**src/rtl/intc_pkg.sv**
```systemverilog
package intc_pkg;
  typedef enum logic [1:0] {
    SEL_VEC   = 2'd0,
    SEL_CTRL  = 2'd1,
    SEL_MASK  = 2'd2,
    SEL_IDENT = 2'd3
  } csr_sel_e;

  localparam int CTRL_GEN_BIT = 0;
  localparam int CTRL_INS_BIT = 1;
endpackage

```
**src/rtl/intc_regs.sv**
```systemverilog
module intc_regs
  import intc_pkg::*;
#(
  parameter int NUM_SRC = 8,
  parameter int ADDR_W  = 16
) (
  input  logic               clk,
  input  logic               rst,
  input  logic               wr_en,
  input  logic [1:0]         wr_sel,
  input  logic [ADDR_W-1:0]  wr_data,
  output logic [ADDR_W-1:0]  vector_q,
  output logic               gen_q,
  output logic [NUM_SRC-1:0] mask_q
);
  always_ff @(posedge clk) begin
    if (rst) begin
      vector_q <= '0;
      gen_q    <= 1'b0;
      mask_q   <= '0;
    end else if (wr_en) begin
      case (csr_sel_e'(wr_sel))
        SEL_VEC:  vector_q <= wr_data;
        SEL_CTRL: gen_q    <= wr_data[CTRL_GEN_BIT];
        SEL_MASK: mask_q   <= wr_data[NUM_SRC-1:0];
        default:  ;
      endcase
    end
  end
endmodule

```
**src/rtl/intc_pending.sv**
```systemverilog
module intc_pending #(
  parameter int NUM_SRC = 8
) (
  input  logic [NUM_SRC-1:0] req,
  input  logic [NUM_SRC-1:0] local_en,
  input  logic [NUM_SRC-1:0] mask,
  output logic [NUM_SRC-1:0] pending,
  output logic               any_pend
);
  for (genvar i = 0; i < NUM_SRC; i++) begin : g_src
    assign pending[i] = req[i] & local_en[i] & mask[i];
  end
  assign any_pend = |pending;
endmodule

```
**src/rtl/intc_accept.sv**
```systemverilog
module intc_accept #(
  parameter int ADDR_W = 16
) (
  input  logic              clk,
  input  logic              rst,
  input  logic              insn_boundary,
  input  logic              reti,
  input  logic              gen,
  input  logic              any_pend,
  input  logic [ADDR_W-1:0] vector,
  input  logic [ADDR_W-1:0] next_pc,
  output logic              jump_req,
  output logic [ADDR_W-1:0] jump_addr,
  output logic              push_req,
  output logic [ADDR_W-1:0] push_data,
  output logic              in_service
);
  logic accept;
  assign accept = insn_boundary & gen & ~in_service & any_pend;

  always_ff @(posedge clk) begin
    if (rst) begin
      jump_req   <= 1'b0;
      push_req   <= 1'b0;
      jump_addr  <= '0;
      push_data  <= '0;
      in_service <= 1'b0;
    end else begin
      jump_req <= accept;
      push_req <= accept;
      if (accept) begin
        jump_addr  <= vector;
        push_data  <= next_pc;
        in_service <= 1'b1;
      end else if (reti) begin
        in_service <= 1'b0;
      end
    end
  end
endmodule

```
**src/rtl/vec_irq_ctrl.sv**
```systemverilog
module vec_irq_ctrl
  import intc_pkg::*;
#(
  parameter int NUM_SRC = 8,
  parameter int ADDR_W  = 16
) (
  input  logic               clk,
  input  logic               rst,
  input  logic [NUM_SRC-1:0] src_req,
  input  logic [NUM_SRC-1:0] src_local_en,
  input  logic               csr_wr_en,
  input  logic [1:0]         csr_wr_sel,
  input  logic [ADDR_W-1:0]  csr_wr_data,
  input  logic [1:0]         csr_rd_sel,
  output logic [ADDR_W-1:0]  csr_rd_data,
  input  logic               insn_boundary,
  input  logic [ADDR_W-1:0]  next_pc,
  input  logic               reti,
  output logic               jump_req,
  output logic [ADDR_W-1:0]  jump_addr,
  output logic               push_req,
  output logic [ADDR_W-1:0]  push_data,
  output logic               in_service
);
  localparam int DATA_W = ADDR_W;

  logic [ADDR_W-1:0]  vector_q;
  logic               gen_q;
  logic [NUM_SRC-1:0] mask_q;
  logic [NUM_SRC-1:0] pending;
  logic               any_pend;

  intc_regs #(.NUM_SRC(NUM_SRC), .ADDR_W(ADDR_W)) u_regs (
    .clk      (clk),
    .rst      (rst),
    .wr_en    (csr_wr_en),
    .wr_sel   (csr_wr_sel),
    .wr_data  (csr_wr_data),
    .vector_q (vector_q),
    .gen_q    (gen_q),
    .mask_q   (mask_q)
  );

  intc_pending #(.NUM_SRC(NUM_SRC)) u_pend (
    .req      (src_req),
    .local_en (src_local_en),
    .mask     (mask_q),
    .pending  (pending),
    .any_pend (any_pend)
  );

  intc_accept #(.ADDR_W(ADDR_W)) u_acc (
    .clk           (clk),
    .rst           (rst),
    .insn_boundary (insn_boundary),
    .reti          (reti),
    .gen           (gen_q),
    .any_pend      (any_pend),
    .vector        (vector_q),
    .next_pc       (next_pc),
    .jump_req      (jump_req),
    .jump_addr     (jump_addr),
    .push_req      (push_req),
    .push_data     (push_data),
    .in_service    (in_service)
  );

  // Registered read port; select 3 is a live view of enabled pending requests.
  always_ff @(posedge clk) begin
    if (rst) begin
      csr_rd_data <= '0;
    end else begin
      case (csr_sel_e'(csr_rd_sel))
        SEL_VEC:  csr_rd_data <= vector_q;
        SEL_CTRL: csr_rd_data <= DATA_W'({in_service, gen_q});
        SEL_MASK: csr_rd_data <= DATA_W'(mask_q);
        default:  csr_rd_data <= DATA_W'(pending);
      endcase
    end
  end
endmodule

```
**config.mk**
```make
export PLATFORM = sky130hd
export DESIGN_NAME = vec_irq_ctrl
export DESIGN_NICKNAME = d
export VERILOG_FILES = /design/src/rtl/intc_pkg.sv /design/src/rtl/intc_regs.sv /design/src/rtl/intc_pending.sv /design/src/rtl/intc_accept.sv /design/src/rtl/vec_irq_ctrl.sv
export SDC_FILE = /design/constraint.sdc
export NUM_CORES = 1
export LEC_CHECK = 0
export BUFFER_PORTS_ARGS = -buffer_cell sky130_fd_sc_hd__buf_2
export CAP_MARGIN = 20
export CORE_AREA = 10 10 97 142
export DETAILED_ROUTE_END_ITERATION = 10
export DIE_AREA = 0 0 107 152
export SLEW_MARGIN = 10
export SYNTH_ARGS = -nofsm -noshare
export SYNTH_HDL_FRONTEND = slang
export SYNTH_HIERARCHICAL = 1
export SYNTH_SLANG_ARGS = --single-unit
```
**constraint.sdc**
```tcl
create_clock -name clk -period 1.6 [get_ports clk]
set_input_delay 0.24 -clock clk [delete_from_list [all_inputs] [get_ports clk]]
set_output_delay 0.24 -clock clk [all_outputs]
set_load 0.03 [all_outputs]
```
==> results of run 1 <==
area by class of cell:
cell class                      count  area share [%]
Sequential cell                    75            34.5
Inverter                            1          0.0861
Tap cell                          150            4.31
Clock inverter                      5           0.861
Timing Repair Buffer              124            16.3
Multi-Input combinational cell    211            38.4
Clock buffer                       11            5.57
power groups by stage:
stage / sequential (uW) / combinational, uW / clock, uW
2_1_floorplan: 1980 / 174 / 0
3_3_place_gp: 1960 / 311 / 0
3_5_place_dp: 1960 / 316 / 0
4_1_cts: 1920 / 319 / 1920
5_1_grt: 1920 / 350 / 2010
6_report: 1920 / 316 / 1860
sequential cells by signal (all words and copies together) (netlist names):
signal,count
csr_rd_data,16
u_acc/in_service,1
u_regs/mask_q,8
u_acc/jump_addr,16
u_regs/vector_q,16
u_regs/gen_q,1
u_acc/push_data,16
u_acc/push_req,1
cells by family after synthesis:
kind of cell	share of synthesized area [%]
multiplexers	20.3
AND/OR/NAND/NOR	26.5
flip-flops	45.1
AO/OA/AOI/OAI	2.56
buffers and inverters	5.49
layer usage:
metal  vias to the layer above  wire (um)  global-route usage (%)
li1                       1249          -                       -
met1                      1076       3590                    11.6
met2                        66       4010                    17.3
met3                        15        569                    3.85
met4                         0        193                    5.05
met5                         -          0                       0
final timing paths:
check / from / end / slack, ps / cells after the start
worst max-delay path: u_regs/mask_q[7]$_SDFFE_PP0P_ / u_acc/push_data[6]$_SDFFE_PP0P_ / 70 / 6
worst min register to register: u_acc/push_data[5]$_SDFFE_PP0P_ / u_acc/push_data[5]$_SDFFE_PP0P_ / 470 / 2
worst min-delay path: next_pc[7] / u_acc/push_data[7]$_SDFFE_PP0P_ / 170 / 3
worst max register to register: u_regs/mask_q[7]$_SDFFE_PP0P_ / u_acc/push_data[6]$_SDFFE_PP0P_ / 70 / 6
worst register-to-register path: stages (launching register included):
cell and delay (ps):
dfxtp_2 320, and3_4 150, nor4_4 300, nand2_1 80, and4b_4 270, buf_8 160, mux2i_2 140
metrics by stage:
step | area [sq um] | total power (uW)
floorplan | 3330 | 2150
global placement | 4010 | 2270
detailed placement | 4010 | 2280
CTS | 4330 | 4160
global route | 4360 | 4280
finish | 4360 | 4100
synth_stat cells:
master      n  area [sq um]
and4b_1     1          10.0
mux2i_1    63           631
mux4_2      2          45.0
buf_2       4          20.0
clkbuf_1   10          37.5
nand3b_1    2          15.0
buf_6       3          33.8
buf_12      4          80.1
nor3b_2     1          12.5
nor2b_2     1          8.76
nor2b_1     2          12.5
and3_4      4          45.0
and2_1      8          50.1
nor3_1      1          5.00
and3_1      4          25.0
nand2b_1  105           657
nor2b_4     1          13.8
a21oi_1     6          30.0
inv_1       1          3.75
a211oi_1    6          45.0
nor4_2      2          25.0
nand2_1     1          3.75
dfxtp_1    75          1500
o21ba_1     1          10.0
buf_4       1          7.51
repair_timing:
| item | 4_1_cts | 5_1_grt |
|---|---|---|
| hold buffers | 0 | 0 |
| cloned | 1 | 0 |
| pin swaps | 2 | 4 |
| endpoints found under the setup margin | 33 | 21 |
| resized for setup | 3 | 9 |
| setup buffers | 0 | 0 |
==> flow_summary.toml, run 1 <==
[die]
placeableCoreArea_sq_um = 11300
die_x_um = 107
num_rows = 48
start_util_pct = 29.5
die-area_sq_um = 16300
die_y_um = 152
top_level_ports = 108

[placement]
numPortBuffers = 107
place_hpwl_um = 6450
placedCellCount = 560
dp_slack_ps = -93.0
place_congestion = 0.779

[setup_path]
critPathKind = "reg -> reg"
cp-end-kind = "flip-flop"
cpPeakStageDelay_ps = 320
path_buf_inv = 1
arrival_ps = 1740
cp.required_ps = 1820
critPathLaunchType = "flip-flop"
critPathMaxFanout = 6
crit_family = "simple AND/OR/NAND/NOR gates"
slowest_stage = "dfxtp_2"
crit_chain = "and3_4 -> nor4_4 -> nand2_1 -> and4b_4 -> buf_8 -> mux2i_2"

[routing]
vias_per_cell = 4.17
dr_total_vias = 2406
ant_nets = 0
drc = 0
drt_iter0_drc = 100
wl_um = 8360
wl_per_cell_um = 14.5
drt_first_pass_iters = 4

[finish]
final_cell_mix = "buf_2 (107), nand2b_1 (105), dfxtp_1 (73)"
area_delta_synth_final_pct = 31.0
fillCellCount = 1182
stdcell_count = 577
final_util_pct = 38.6
multiInputGateArea_sq_um = 1670
final_common_cell = "buf_2"
n_antenna_cell = 0
regArea_sq_um = 1500
post_route_cells_drive_above_1_share_pct = 36.5
final_nets = 479

[clocking]
cts_buffers = 9
clk_latency_ps = 330
cts_htree_levels = 3
cts.clk_slew.worst_paths_ps = 60
clockRootBuffer = "clkbuf_16"
tritoncts = "done"
cts.sinks = 75
clockBufferDepth = 2

[sta]
setup_tns_ps = 0
slew_headroom_pct = 80.7
tightestPinTransition_ps = 290
setup_viol = 0
holdWs_ps = 172
rsz0062_at_grt = "yes"
clock_skew_ps = 7.80
finalCritPeriodShare_pct = 95.5
drv_slew = 0
hold_viol_final = 0
fmax_ghz = 0.655
timing.final.ws_setup_ps = 72.4
period_needed_ps = 1530

[global_route]
grt_max_degree = 43
overflow = 0
grt_usage_pct = 10.5
grt_pass1_vias = 2607
antenna_found_initial = 0
grt_pass1_wl_um = 13700

[power_and_ir_drop]
p_per_area_nw_per_um2 = 940
pwr-share-clk_pct = 45.4
p_leak_uw = 0.00188
power_frac_seq_pct = 46.9
peakVddDrop_mv = 0.395
swShare_pct = 22.8
p_int_uw = 3160
p_switching_uw = 933
p_comb_share_pct = 7.7

[logic_synthesis]
syn_inst = 309
ys_seq_elements = 75
syn_avg_cell_area_sq_um = 10.8
syn_area_sq_um = 3330
ys_types = 25
ys_seq_area_share_pct = 45.1
syn_nets = 366
yosysWarnings = 6

[outcome]
status = "finished clean"

[run]
drv_cap = 0

[hold_path]
holdCritPathClass = "in -> reg"
Power figures use the tool's default switching activity.
==> run 2, diff against run 1 <==
Settings changed: RECOVER_POWER from default to 50.
==> flow_summary.toml, run 2 (same netlist as run 1, synthesis figures left out) <==
[clocking]
cts_htree_levels = 3
clk_latency_ps = 330
cts.sinks = 75
cts.clk_slew.worst_paths_ps = 60
hold_buffers = 0
cts_setup_buffers = 0
tritoncts = "done"
cts_buffers = 9
clockRootBuffer = "clkbuf_16"
clockBufferDepth = 2

[power_and_ir_drop]
p_per_area_nw_per_um2 = 947
peakVddDrop_mv = 0.394
p_leak_uw = 0.00177

[routing]
wl_um = 8390
drt_first_pass_iters = 4
dr_total_vias = 2404
drc = 0
drt_iter0_drc = 98
ant_nets = 0
wl_per_cell_um = 14.5
vias_per_cell = 4.17

[outcome]
status = "finished clean"

[setup_path]
cp.required_ps = 1820
critPathMaxFanout = 6
critPathLaunchType = "flip-flop"
cp-end-kind = "flip-flop"
arrival_ps = 1740
critPathKind = "reg -> reg"

[placement]
numPortBuffers = 107
place_congestion = 0.779
dp_slack_ps = -93.0
place_hpwl_um = 6450

[sta]
finalCritPeriodShare_pct = 95.2
slew_headroom_pct = 53.7
tightestPinTransition_ps = 694
rsz0062_at_grt = "yes"
clock_skew_ps = 7.42
holdWs_ps = 172
setup_tns_ps = 0
timing.final.ws_setup_ps = 76.0
period_needed_ps = 1520
setup_viol = 0
hold_viol_final = 0
drv_slew = 0
fmax_ghz = 0.656

[die]
start_util_pct = 29.5
die_y_um = 152
num_rows = 48
die_x_um = 107
top_level_ports = 108
die-area_sq_um = 16300
placeableCoreArea_sq_um = 11300

[global_route]
grt_pass1_wl_um = 13700
grt_max_degree = 43
grt_usage_pct = 10.5
use_met2_pct = 17.3
grt_pass1_vias = 2607
overflow = 0
grt.met3_usage_pct = 3.85
antenna_found_initial = 0
grt.busiest_layer = "met2"
grt_util_met1_pct = 11.6

[finish]
area_delta_synth_final_pct = 29.8
n_antenna_cell = 0
final_nets = 479
final_common_cell = "nand2b_1"
fillCellCount = 1189
multiInputGateArea_sq_um = 1670
post_route_cells_drive_above_1_share_pct = 30.4
regArea_sq_um = 1500
final_util_pct = 38.3
final_cell_mix = "nand2b_1 (105), buf_2 (83), dfxtp_1 (73)"

[run]
drv_cap = 0

[hold_path]
holdCritPathClass = "in -> reg"
-- run 2: cell count changes in the layout (fill, tap and decap cells not counted), sizes merged --
cell and change:
buf -27, clkbuf +27
-- run 2: layout make-up --
class / count / area share (%)
clock inverters: 5 / 0.869
clock buffers: 11 / 5.62
well taps: 150 / 4.35
flip-flops and latches: 75 / 34.8
inverters: 1 / 0.0869
multi-input cells: 211 / 38.7
repair buffers: 124 / 15.6
-- run 2: stage by stage --
| stage | cells | total power, uW | cell area, sq um |
|---|---|---|---|
| finish | 577 | 4090 | 4320 |
| global route | 577 | 4280 | 4320 |
| CTS | 577 | 4160 | 4330 |
| detailed placement | 560 | 2280 | 4010 |
| global placement | 560 | 2270 | 4010 |
| floorplan | 309 | 2150 | 3330 |
-- run 2: per-layer routing --
layer	up-vias	share of wire [%]
met3	15	7.0
met5	-	0
met2	64	48
li1	1248	-
met4	0	2.3
met1	1077	43
-- run 2: final timing paths --
path / startpoint / end / slack [ps] / cells after the start
min: csr_wr_data[11] / u_regs/vector_q[11]$_SDFFE_PP0P_ / 170 / 3
max: u_regs/mask_q[7]$_SDFFE_PP0P_ / u_acc/push_data[6]$_SDFFE_PP0P_ / 80 / 6
min reg2reg: u_acc/push_data[7]$_SDFFE_PP0P_ / u_acc/push_data[7]$_SDFFE_PP0P_ / 470 / 2
max reg2reg: u_regs/mask_q[7]$_SDFFE_PP0P_ / u_acc/push_data[6]$_SDFFE_PP0P_ / 80 / 6
-- run 2: what timing repair did --
action	4_1_cts	5_1_grt
pin swaps	2	4
setup endpoints to repair	33	21
resized for setup	3	9
gates cloned	1	0
-- run 2: report_power, final --
part | switching (uW) | internal (uW) | leakage (uW)
Clock | 763 | 1100 | 0.000132
Sequential | 20.0 | 1900 | 0.000608
Combinational | 150 | 161 | 0.00103
Total | 932 | 3160 | 0.00177
-- run 2: critical path, cell delays in order (launching register included) --
cell and delay [ps]:
dfxtp_2 320, and3_4 150, nor4_4 290, nand2_1 80, and4b_4 270, buf_8 160, mux2i_2 140
==> run 3, diff against run 2 <==
Settings changed: ABC_AREA from default to 1, CORE_AREA 10 10 97 142 to 10 10 99 145, DIE_AREA 0 0 107 152 to 0 0 109 155.
==> flow_summary.toml, run 3 <==
[logic_synthesis]
ys_seq_elements = 75
synthTopCellsByCount = "nor2_1 (115), nand2_1 (94), inv_1 (79), dfxtp_1 (75), nand3_1 (74)"
yosys-top-cells-area = "dfxtp_1 (43%), nor2_1 (12%), nand3_1 (11%)"
yosysMostFrequentCell = "nor2_1"
ys_seq_area_share_pct = 43.4
synth_top_flop_cell = "dfxtp_1"
yosysTopAreaCell = "dfxtp_1"
synth_edf_count = 0
syn_area_sq_um = 3460
syn_nets = 559
async_flop_share_pct = 0
yosysWarnings = 6
ys_types = 21
synthDominantCellAreaShare_pct = 43.4
syn_inst = 502
syn_avg_cell_area_sq_um = 6.89

[placement]
numPortBuffers = 107
place_congestion = 0.895
placedCellCount = 743
place_hpwl_um = 7420

[finish]
area_delta_synth_final_pct = 25.7
stdcell_count = 764
n_antenna_cell = 0
fillCellCount = 1305
post_route_cells_drive_above_1_share_pct = 20.9
final_cell_mix = "nor2_1 (115), nand2_1 (94), buf_2 (85)"
final_nets = 664
final_common_cell = "nor2_1"

[clocking]
clk_latency_ps = 330
clockRootBuffer = "clkbuf_16"
cts_htree_levels = 3
cts_buffers = 9
cts.clk_slew.worst_paths_ps = 50
cts.sinks = 75
tritoncts = "done"
clockBufferDepth = 2

[sta]
slew_headroom_pct = 52.4
finalCritPeriodShare_pct = 95.8
period_needed_ps = 1530
tightestPinTransition_ps = 713
fmax_ghz = 0.652
hold_viol_final = 0
clock_skew_ps = 6.06
setup_viol = 0
holdWs_ps = 168
drv_slew = 0

[global_route]
grt_pass1_vias = 3237
grt_usage_pct = 11.5
grt_max_degree = 34
overflow = 0
grt_pass1_wl_um = 15500
antenna_found_initial = 0

[setup_path]
arrival_ps = 1790
critPathLaunchType = "flip-flop"
cp.required_ps = 1860
critPathMaxFanout = 7
critPathKind = "reg -> reg"
cp-end-kind = "flip-flop"

[hold_path]
holdCritPathClass = "in -> reg"

[die]
die_y_um = 155
start_util_pct = 29.2
num_rows = 49
placeableCoreArea_sq_um = 11800
top_level_ports = 108
die-area_sq_um = 16900
die_x_um = 109

[routing]
dr_total_vias = 3202
ant_nets = 0
wl_per_cell_um = 12.8
drt_iter0_drc = 128
wl_um = 9760
drc = 0
vias_per_cell = 4.19
drt_first_pass_iters = 4

[power_and_ir_drop]
peakVddDrop_mv = 0.532
p_leak_uw = 0.00226
p_per_area_nw_per_um2 = 989

[outcome]
status = "finished clean"

[run]
drv_cap = 0
run 3: worst paths after layout:
path	to	slack (ps)	startpoint	depth (start not counted)
max	u_acc/jump_addr[3]$_SDFFE_PP0P_	70	u_regs/mask_q[1]$_SDFFE_PP0P_	10
min	u_regs/mask_q[6]$_SDFFE_PP0P_	170	csr_wr_data[6]	3
max reg2reg	u_acc/jump_addr[3]$_SDFFE_PP0P_	70	u_regs/mask_q[1]$_SDFFE_PP0P_	10
min reg2reg	csr_rd_data[12]$_SDFF_PP0_	470	u_regs/vector_q[12]$_SDFFE_PP0P_	2
run 3: timing repair:
action                                  in CTS  in global routing
pin swaps                                    0                  3
endpoints found under the setup margin      32                 33
hold buffers                                 0                  0
resized for setup                            1                  4
setup buffers                                0                  4
gates cloned                                 0                  2
run 3: power breakdown:
group	total (uW)	internal, uW	switching [uW]
Clock	1890	1190	698
Sequential	1960	1920	35.9
Combinational	449	162	288
run 3: cells by family after synthesis:
family	Yosys count	synth area share, %
compound gates	18	2.61
buf+inv	111	16.0
flops	75	43.4
simple gates	298	37.9
run 3: layer usage:
layer | up-vias | global-route usage (%) | wire length [um]
met5 | - | 0 | 0
met4 | 0 | 6.93 | 237
met3 | 17 | 2.52 | 564
met2 | 81 | 19.1 | 4980
met1 | 1383 | 13.1 | 3980
li1 | 1721 | - | -
run 3: metrics by stage:
step	setup TNS, ps	cell area [sq um]	power (uW)	utilization (%)	worst slack [ps]
2_1_floorplan	0	3460	2300	-	408
3_3_place_gp	-434	4010	2430	33.8	-36.8
3_5_place_dp	-1320	4010	2440	33.8	-66.2
4_1_cts	0	4280	4350	36.2	30.0
5_1_grt	-31.7	4340	4500	36.7	-23.3
6_report	0	4340	4300	36.7	66.9
run 3: critical path: stages (launching register included):
cell and delay (ps):
dfxtp_1 390, nand3_2 130, nand2_1 110, nor2_1 50, nand2_1 100, nand2_4 110, buf_12 160, nor2_4 100
buf_4 160, nor2_1 50, nor2_1 100
run 3: layout make-up:
class / count / area [sq um] / share of cell area [%]
inverters: 84 / 328 / 7.55
flip-flops and latches: 75 / 1500 / 34.6
multi-input cells: 318 / 1420 / 32.8
repair buffers: 119 / 623 / 14.3
well taps: 153 / 191 / 4.41
clock buffers: 12 / 236 / 5.44
clock inverters: 3 / 40.0 / 0.922
